`config.mk`:
```
export PLATFORM = sky130hd
export DESIGN_NAME = bus_mode_strap_ctrl
export DESIGN_NICKNAME = d
export VERILOG_FILES = /design/src/rtl/bms_pkg.sv /design/src/rtl/bms_strap_sync.sv /design/src/rtl/bms_mode_latch.sv /design/src/rtl/bms_pin_gate.sv /design/src/rtl/bms_od_gate.sv /design/src/rtl/bus_mode_strap_ctrl.sv
export SDC_FILE = /design/constraint.sdc
export NUM_CORES = 1
export LEC_CHECK = 0
export CORE_AREA = 2 2 125 127
export DETAILED_ROUTE_END_ITERATION = 8
export DIE_AREA = 0 0 127 129
export DONT_BUFFER_PORTS = 1
export GPL_ROUTABILITY_DRIVEN = 0
export GPL_TIMING_DRIVEN = 0
export PLACE_DENSITY = 0.36
export SETUP_SLACK_MARGIN = 0.5
export SYNTH_ARGS = -nofsm -noshare
export SYNTH_HDL_FRONTEND = slang
export SYNTH_SLANG_ARGS = --single-unit
export TNS_END_PERCENT = 5
```
`constraint.sdc`:
```
create_clock -name clk -period 7.3 [get_ports clk]
set_input_delay 0.73 -clock clk [delete_from_list [all_inputs] [get_ports clk]]
set_output_delay 0.73 -clock clk [all_outputs]
set_load 0.005 [all_outputs]
```
`src/rtl/bms_pkg.sv`:
```
// Package: shared types for the reset strap bus mode controller.
// Assumes: nothing beyond IEEE 1800-2017.
package bms_pkg;
    // Captured bus configuration.
    typedef struct packed {
        logic w32;  // 1 = 32-bit data bus
        logic rp;   // 1 = reduced pinout
    } bus_mode_t;

    localparam bus_mode_t MODE_POWERUP = '{w32: 1'b0, rp: 1'b0};
endpackage

```
`src/rtl/bms_strap_sync.sv`:
```
// Module: bms_strap_sync
// Multi-stage flop synchronizer for asynchronous strap inputs.
// Assumes: each strap bit is a quasi-static level; no reset, so the chain
// keeps following the pins while the chip reset is asserted.
module bms_strap_sync #(
    parameter int W      = 2,
    parameter int STAGES = 2
) (
    input  logic         clk,
    input  logic [W-1:0] async_i,
    output logic [W-1:0] sync_o
);
    logic [W-1:0] stg_q [STAGES];

    // First stage samples the raw pins.
    always_ff @(posedge clk) stg_q[0] <= async_i;

    for (genvar s = 1; s < STAGES; s++) begin : g_stage
        // Each later stage re-times the stage before it.
        always_ff @(posedge clk) stg_q[s] <= stg_q[s-1];
    end

    assign sync_o = stg_q[STAGES-1];
endmodule

```
`src/rtl/bms_mode_latch.sv`:
```
// Module: bms_mode_latch
// Captures the synchronized straps on the edge where reset is first seen
// released and holds them until the next release.
// Assumes: rst_n is synchronous active-low. Flags power up to 64-bit,
// full pinout, and are never cleared by reset itself.
module bms_mode_latch
    import bms_pkg::*;
(
    input  logic      clk,
    input  logic      rst_n,
    input  logic      sync_w32_i,
    input  logic      sync_rp_i,
    output bus_mode_t mode_o
);
    logic      rst_prev_q = 1'b1;
    bus_mode_t mode_q     = MODE_POWERUP;
    logic      capture;

    // Remember the reset level seen at the previous edge.
    always_ff @(posedge clk) rst_prev_q <= rst_n;

    assign capture = rst_n & ~rst_prev_q;

    // Load the mode on the release edge; reduced pinout forces 32-bit.
    always_ff @(posedge clk) begin
        if (capture) begin
            mode_q.w32 <= sync_w32_i | sync_rp_i;
            mode_q.rp  <= sync_rp_i;
        end
    end

    assign mode_o = mode_q;


    rp_forces_w32_chk: assert property (@(posedge clk) disable iff (!rst_n)
        mode_q.rp |-> mode_q.w32);


    mode_frozen_chk: assert property (@(posedge clk) disable iff (!rst_n)
        rst_prev_q |=> $stable(mode_q));


    always_ff @(posedge clk) begin
        if (!rst_n && !rst_prev_q)
            reset_hold_chk: assert (mode_q == $past(mode_q));
    end
endmodule

```
`src/rtl/bms_pin_gate.sv`:
```
// Module: bms_pin_gate
// Per-pin gating of the optional bidirectional group. Full pinout passes
// requests through. Reduced pinout pulls a pin low when the core would drive
// it and turns its receiver off.
// Assumes: run_i is low during reset and forces every pin quiet.
module bms_pin_gate #(
    parameter int W = 45
) (
    input  logic         clk,
    input  logic         rst_n,
    input  logic         run_i,
    input  logic         reduced_i,
    input  logic [W-1:0] core_oe_i,
    input  logic [W-1:0] core_do_i,
    input  logic [W-1:0] pad_di_i,
    output logic [W-1:0] pad_do_o,
    output logic [W-1:0] pad_oe_o,
    output logic [W-1:0] rx_en_o,
    output logic [W-1:0] core_di_o
);
    for (genvar b = 0; b < W; b++) begin : g_pin
        logic live;
        logic drive;

        // A pin is in service only out of reset and in full pinout.
        always_comb live = run_i & ~reduced_i;

        // Drive request is honoured out of reset in both modes.
        always_comb drive = run_i & core_oe_i[b];

        // Pad side: enable follows request; data is zeroed when disabled.
        always_comb begin
            pad_oe_o[b] = drive;
            pad_do_o[b] = drive & live & core_do_i[b];
        end

        // Receiver side: sampled only while the pin is in service.
        always_comb begin
            rx_en_o[b]   = live;
            core_di_o[b] = live & pad_di_i[b];
        end
    end


    reduced_low_drive_chk: assert property (@(posedge clk) disable iff (!rst_n)
        reduced_i |-> (pad_do_o == '0));


    reduced_rx_off_chk: assert property (@(posedge clk) disable iff (!rst_n)
        reduced_i |-> (core_di_o == '0 && rx_en_o == '0));


    always_ff @(posedge clk) begin
        if (!run_i)
            quiet_in_reset_chk: assert (pad_oe_o == '0 && rx_en_o == '0);
    end
endmodule

```
`src/rtl/bms_od_gate.sv`:
```
// Module: bms_od_gate
// Gates the open-drain parity-error outputs. These are three-stated
// throughout reduced pinout and during reset.
// Assumes: an enabled output pulls the pad low; external pull-up.
module bms_od_gate #(
    parameter int N = 2
) (
    input  logic         clk,
    input  logic         rst_n,
    input  logic         run_i,
    input  logic         reduced_i,
    input  logic [N-1:0] req_i,
    output logic [N-1:0] pad_oe_o
);
    // Pass pull-low requests only in full pinout, out of reset.
    always_comb pad_oe_o = (run_i & ~reduced_i) ? req_i : '0;


    od_tristate_chk: assert property (@(posedge clk) disable iff (!rst_n)
        reduced_i |-> (pad_oe_o == '0));
endmodule

```
`src/rtl/bus_mode_strap_ctrl.sv`:
```
// Module: bus_mode_strap_ctrl (top)
// Latches the data-width and pinout straps at reset release and gates the
// optional pin group and the open-drain error outputs accordingly.
// Assumes: synchronous active-low reset; straps are static around release.
module bus_mode_strap_ctrl #(
    parameter  int LANE_W = 32,
    parameter  int DPAR_W = 8,
    parameter  int APAR_W = 4,
    parameter  int SYNC_N = 2,
    localparam int OPT_W  = LANE_W + DPAR_W + APAR_W + 1
) (
    input  logic             clk,
    input  logic             rst_n,
    input  logic             strap_w32_i,
    input  logic             strap_rp_i,
    input  logic [OPT_W-1:0] opt_core_oe_i,
    input  logic [OPT_W-1:0] opt_core_do_i,
    input  logic [OPT_W-1:0] opt_pad_di_i,
    input  logic [1:0]       perr_core_req_i,
    output logic [OPT_W-1:0] opt_pad_do_o,
    output logic [OPT_W-1:0] opt_pad_oe_o,
    output logic [OPT_W-1:0] opt_rx_en_o,
    output logic [OPT_W-1:0] opt_core_di_o,
    output logic [1:0]       perr_pad_oe_o,
    output logic             mode_w32_o,
    output logic             mode_rp_o
);
    import bms_pkg::*;

    logic [1:0] strap_sync;
    bus_mode_t  mode;

    bms_strap_sync #(.W(2), .STAGES(SYNC_N)) u_sync (
        .clk     (clk),
        .async_i ({strap_rp_i, strap_w32_i}),
        .sync_o  (strap_sync)
    );

    bms_mode_latch u_latch (
        .clk        (clk),
        .rst_n      (rst_n),
        .sync_w32_i (strap_sync[0]),
        .sync_rp_i  (strap_sync[1]),
        .mode_o     (mode)
    );

    bms_pin_gate #(.W(OPT_W)) u_pins (
        .clk       (clk),
        .rst_n     (rst_n),
        .run_i     (rst_n),
        .reduced_i (mode.rp),
        .core_oe_i (opt_core_oe_i),
        .core_do_i (opt_core_do_i),
        .pad_di_i  (opt_pad_di_i),
        .pad_do_o  (opt_pad_do_o),
        .pad_oe_o  (opt_pad_oe_o),
        .rx_en_o   (opt_rx_en_o),
        .core_di_o (opt_core_di_o)
    );

    bms_od_gate #(.N(2)) u_od (
        .clk       (clk),
        .rst_n     (rst_n),
        .run_i     (rst_n),
        .reduced_i (mode.rp),
        .req_i     (perr_core_req_i),
        .pad_oe_o  (perr_pad_oe_o)
    );

    assign mode_w32_o = mode.w32;
    assign mode_rp_o  = mode.rp;
endmodule

```
# Word level (Yosys, flattened, before mapping)
# Memories as Yosys holds them, arrays and structs flattened.
# Index checks and enable logic that the tools add are counted.
[word_totals]
register_bits = 3
mem_bits_rw = 4
wordCells = 190
out_inout_bits = 184
input_bits = 141
memories = 1
[op_classes]
n_bitwise = 185
muxes = 1
[mem_list]
columns = ["memory", "depth", "width", "rd", "rd_ports_with_merged_regs", "write_ports", "line_no", "text"]
rows = [
  ["u_sync.stg_q", 2, 2, 2, 0, 2, "bms_strap_sync.sv:13", "logic [W-1:0] stg_q [STAGES];"],
]
[op_table]
columns = ["cell", "count"]
rows = [
  ["1-bit bitwise AND", 182],
  ["2-bit 2-to-1 mux", 1],
  ["1-bit inverter", 2],
  ["1-bit bitwise OR", 1],
]

# Logic depth before layout (Yosys ltp)
[logic_depth]
depth_word = 4
depth_mapped = 4
depth_no_buf = 1

# By module
# A second synthesis with hierarchy kept.
[unflattened]
hier_cells = 264
area_unflattened_um2 = 2175.8
[by_module_without_submodules]
columns = ["mod", "seq_area_each_um2", "cells_each", "instances", "area_each_um2"]
rows = [
  ["bms_pin_gate", 0.0, 251, 1, 1970.6],
  ["bms_strap_sync", 80.1, 6, 1, 95.1],
  ["bms_mode_latch", 80.1, 5, 1, 92.6],
  ["bms_od_gate", 0.0, 2, 1, 17.5],
]

# Least setup slack after synthesis
# OpenSTA, ideal clock, no wires.
[synth_path]
path_kind = "input port to output port"
startpoint = "in rst_n"
endpoint = "out opt_rx_en_o[0]"
arrival_time_ns = 2.855
path_stages = 4
required_ns = 6.570
setup_slack_ns = 3.715
path_cell_list = "buf_2 > buf_2 > nor2b_1 > buf_4"
[synth_between]
elab_chain_len = 1
[synth_lines]
columns = ["element", "line_no", "text"]
rows = [
  ["from (decl)", "bus_mode_strap_ctrl.sv:13", "input logic rst_n,"],
  ["1-bit bitwise AND", "bms_pin_gate.sv:26", "always_comb live = run_i & ~reduced_i;"],
  ["to (decl)", "bus_mode_strap_ctrl.sv:22", "output logic [OPT_W-1:0] opt_rx_en_o,"],
]
# No other way between the ends.

# Final worst setup path
[layout_path]
startpoint = "in rst_n"
endpoint = "out opt_rx_en_o[14]"
[layout_between]
elab_chain_len = 1
[layout_lines]
columns = ["element"]
rows = [
  ["1-bit bitwise AND"],
]
# No other way between the ends.

==> out/metrics.yaml <==
clocking:
  clk_latency_ns: 0.23
  root_buffer: "clkbuf_16"
  cts_tree: "done"
  clock_path_buffers: 2
  h-tree-depth: 1
  postCtsResizedCells: 0
  postCtsSetupBuffers: 0
  postCtsHoldBufs: 0
  path_clk_slew_ns: 0.03
  cts_sinks: 7
  cts_buffers: 3
yosys:
  synth_cells: 262
  yosys.area_share.simple_pct: 54.6
  synth_fa_ha_area_share_pct: 0
  netlist_area_um2: 2130
  syn_area_per_cell_um2: 8.12
  ys_seq_elements: 7
  synth_top_family_by_area: "simple AND/OR/NAND/NOR gates"
  yosysUniqueCellTypes: 11
  synth_seq_area_share_pct: 7.52
  post_synth_xor_area_fraction_pct: 0
  synth_warnings: 0
  synth_compound_area_share_pct: 0
  muxShareOfSynthArea_pct: 0
  synth_nets: 403
worst_setup_path:
  r2r_slack_ns: 6.47
  r2r_start: "u_sync.stg_q[0][3]"
  crit_path_start_kind: "input pin"
  reg2reg_depth: 1
  endpoint_kind: "output pin"
  cp_max_fo: 28
  max_stage_delay_ns: 0.65
  r2r-end: "u_latch.mode_o[1]"
  critPathSlowestCell: "nor2b_2"
  critPathRequiredTime_ns: 6.57
  cp_common_cell: "buf_2"
  worstPathArrival_ns: 2.21
  worstSetupPathType: "in -> out"
  path_cells: "buf_2 -> buf_2 -> nor2b_2 -> buf_16 -> buf_4"
floorplanning:
  die-width_um: 127
  ios: 325
  initial_core_util_pct: 14.2
  rows: 45
  die_y_um: 129
  core_area_um2: 15000
  dieArea_um2: 16400
routing:
  antenna_left: 0
  first_iter_violations: 65
  drt-pass1-iter-count: 4
  routed_wirelength_um: 8420
  vias: 1857
  drc_errors: 0
  wl_per_cell_um: 18.4
  vias_per_cell: 4.06
layout:
  multiInputGateArea_um2: 1160
  fillers: 1699
  regArea_um2: 160
  area_growth_pct: 16.4
  nets: 409
  drive_gt1_share_pct: 43.8
  final_cell_mix: "94 x buf_4, 47 x and3b_1, 45 x and2_1, 45 x and4b_1, 12 x buf_2"
  layout.cells.most_common: "buf_4"
  fin_cells: 457
timing:
  rsz0062_at_grt: "no"
  report.final.slew_viol_count: 0
  hold_viol_final: 0
  slew_headroom_pct: 52.8
  setup_viol: 0
  setup_tns_ns: 0
  fmax_mhz: 340
  worst_pin_slew_ns: 0.706
  post-route-period-util_pct: 40.3
  layout_min_cycle_time_ns: 2.94
  finalClockSkew_ns: 0.00343
run:
  max-cap-violations: 0
grt:
  grt_pass1_vias: 1739
  grt_antenna_before_repair: 1
  overflow: 0
  grt_first_pass_wirelength_um: 10200
  grtUsageTotal_pct: 8.40
  grt_max_degree: 29
place:
  detailed_place_hpwl_um: 7200
  io_buffers: 0
  dpl.cell_count: 451
worst_hold_path:
  hold_end: "u_sync.stg_q[0][2]"
  hold_class: "reg -> reg"
  hp-start: "u_sync.stg_q[0][0]"
  holdPathStages: 0
power:
  cellPowerDensity_nw_per_um2: 95.1
  power.leakage_nw: 1.39
  vdd_drop_max_v: 0.000174
status:
  status: "complete, no violations"
## Yosys cell counts, drive strengths merged
library cell,count,area share (%)
or2,1,0.29
buf,106,36
nor2b,2,0.59
and2,45,13
clkbuf,9,1.9
dfxtp,5,4.7
and4b,45,21
and3b,47,19
edfxtp,2,2.8
## how the worst max path moves through the flow
stage	from	end	slack, ns	depth (start not counted)
after global routing	rst_n	opt_rx_en_o[6]	4.21	5
after CTS	rst_n	opt_rx_en_o[20]	4.31	5
final	rst_n	opt_rx_en_o[14]	4.36	5
after floorplan	rst_n	opt_rx_en_o[0]	3.72	4
after detailed placement	rst_n	opt_rx_en_o[20]	4.32	5
after global placement	rst_n	opt_rx_en_o[13]	3.18	4
## layer usage
layer | routed length, um | vias to the layer above | global-route usage, %
met3 | 711 | 18 | 1.62
met4 | 347 | 0 | 3.88
met5 | 0 | - | 0
met1 | 2730 | 833 | 7.82
li1 | - | 829 | -
met2 | 4630 | 177 | 17.4
## registers in the layout (all words and copies together), names as in the netlist
signal / flops
u_latch.mode_o: 2
u_latch.rst_prev_q: 1
u_sync.stg_q: 4
## critical path, delay by kind of cell
kind | cells | cell delay (ns)
simple gates | 1 | 0.65
buf+inv | 4 | 0.82
## cell families (layout without fill, tap and decap cells)
kind of cell  after synthesis  count (layout)
flops                       7               7
buf+inv                   115             120
other cells                 0               2
simple gates              140             140
## report_power, final
part           total [mW]  internal (mW)  switching (mW)
clock              0.0919         0.0725          0.0194
combinational       0.100         0.0546          0.0458
sequential         0.0433         0.0424        0.000971
total               0.236          0.170          0.0661
## metrics by stage
step / area (um2) / total power, mW / hold WS [ns] / worst slack, ns / utilization, %
after CTS: 2470 / 0.239 / 0.327 / 4.31 / 16.5
after global routing: 2470 / 0.251 / 0.337 / 4.21 / 16.5
after global placement: 2360 / 0.146 / 0.313 / 3.18 / 15.8
after detailed placement: 2390 / 0.146 / 0.319 / 4.32 / 16.0
after floorplan: 2130 / 0.127 / 0.310 / 3.72 / -
final: 2480 / 0.236 / 0.325 / 4.36 / 16.5
## area by class of cell
class / instances / area share [%]
multi-input cells: 140 / 47.0
repair buffers: 1 / 1.11
diodes: 2 / 0.202
flip-flops and latches: 7 / 6.46
clock buffers: 4 / 3.18
well taps: 188 / 9.49
plain buffers: 115 / 32.5
Power figures use the tool's default switching activity.
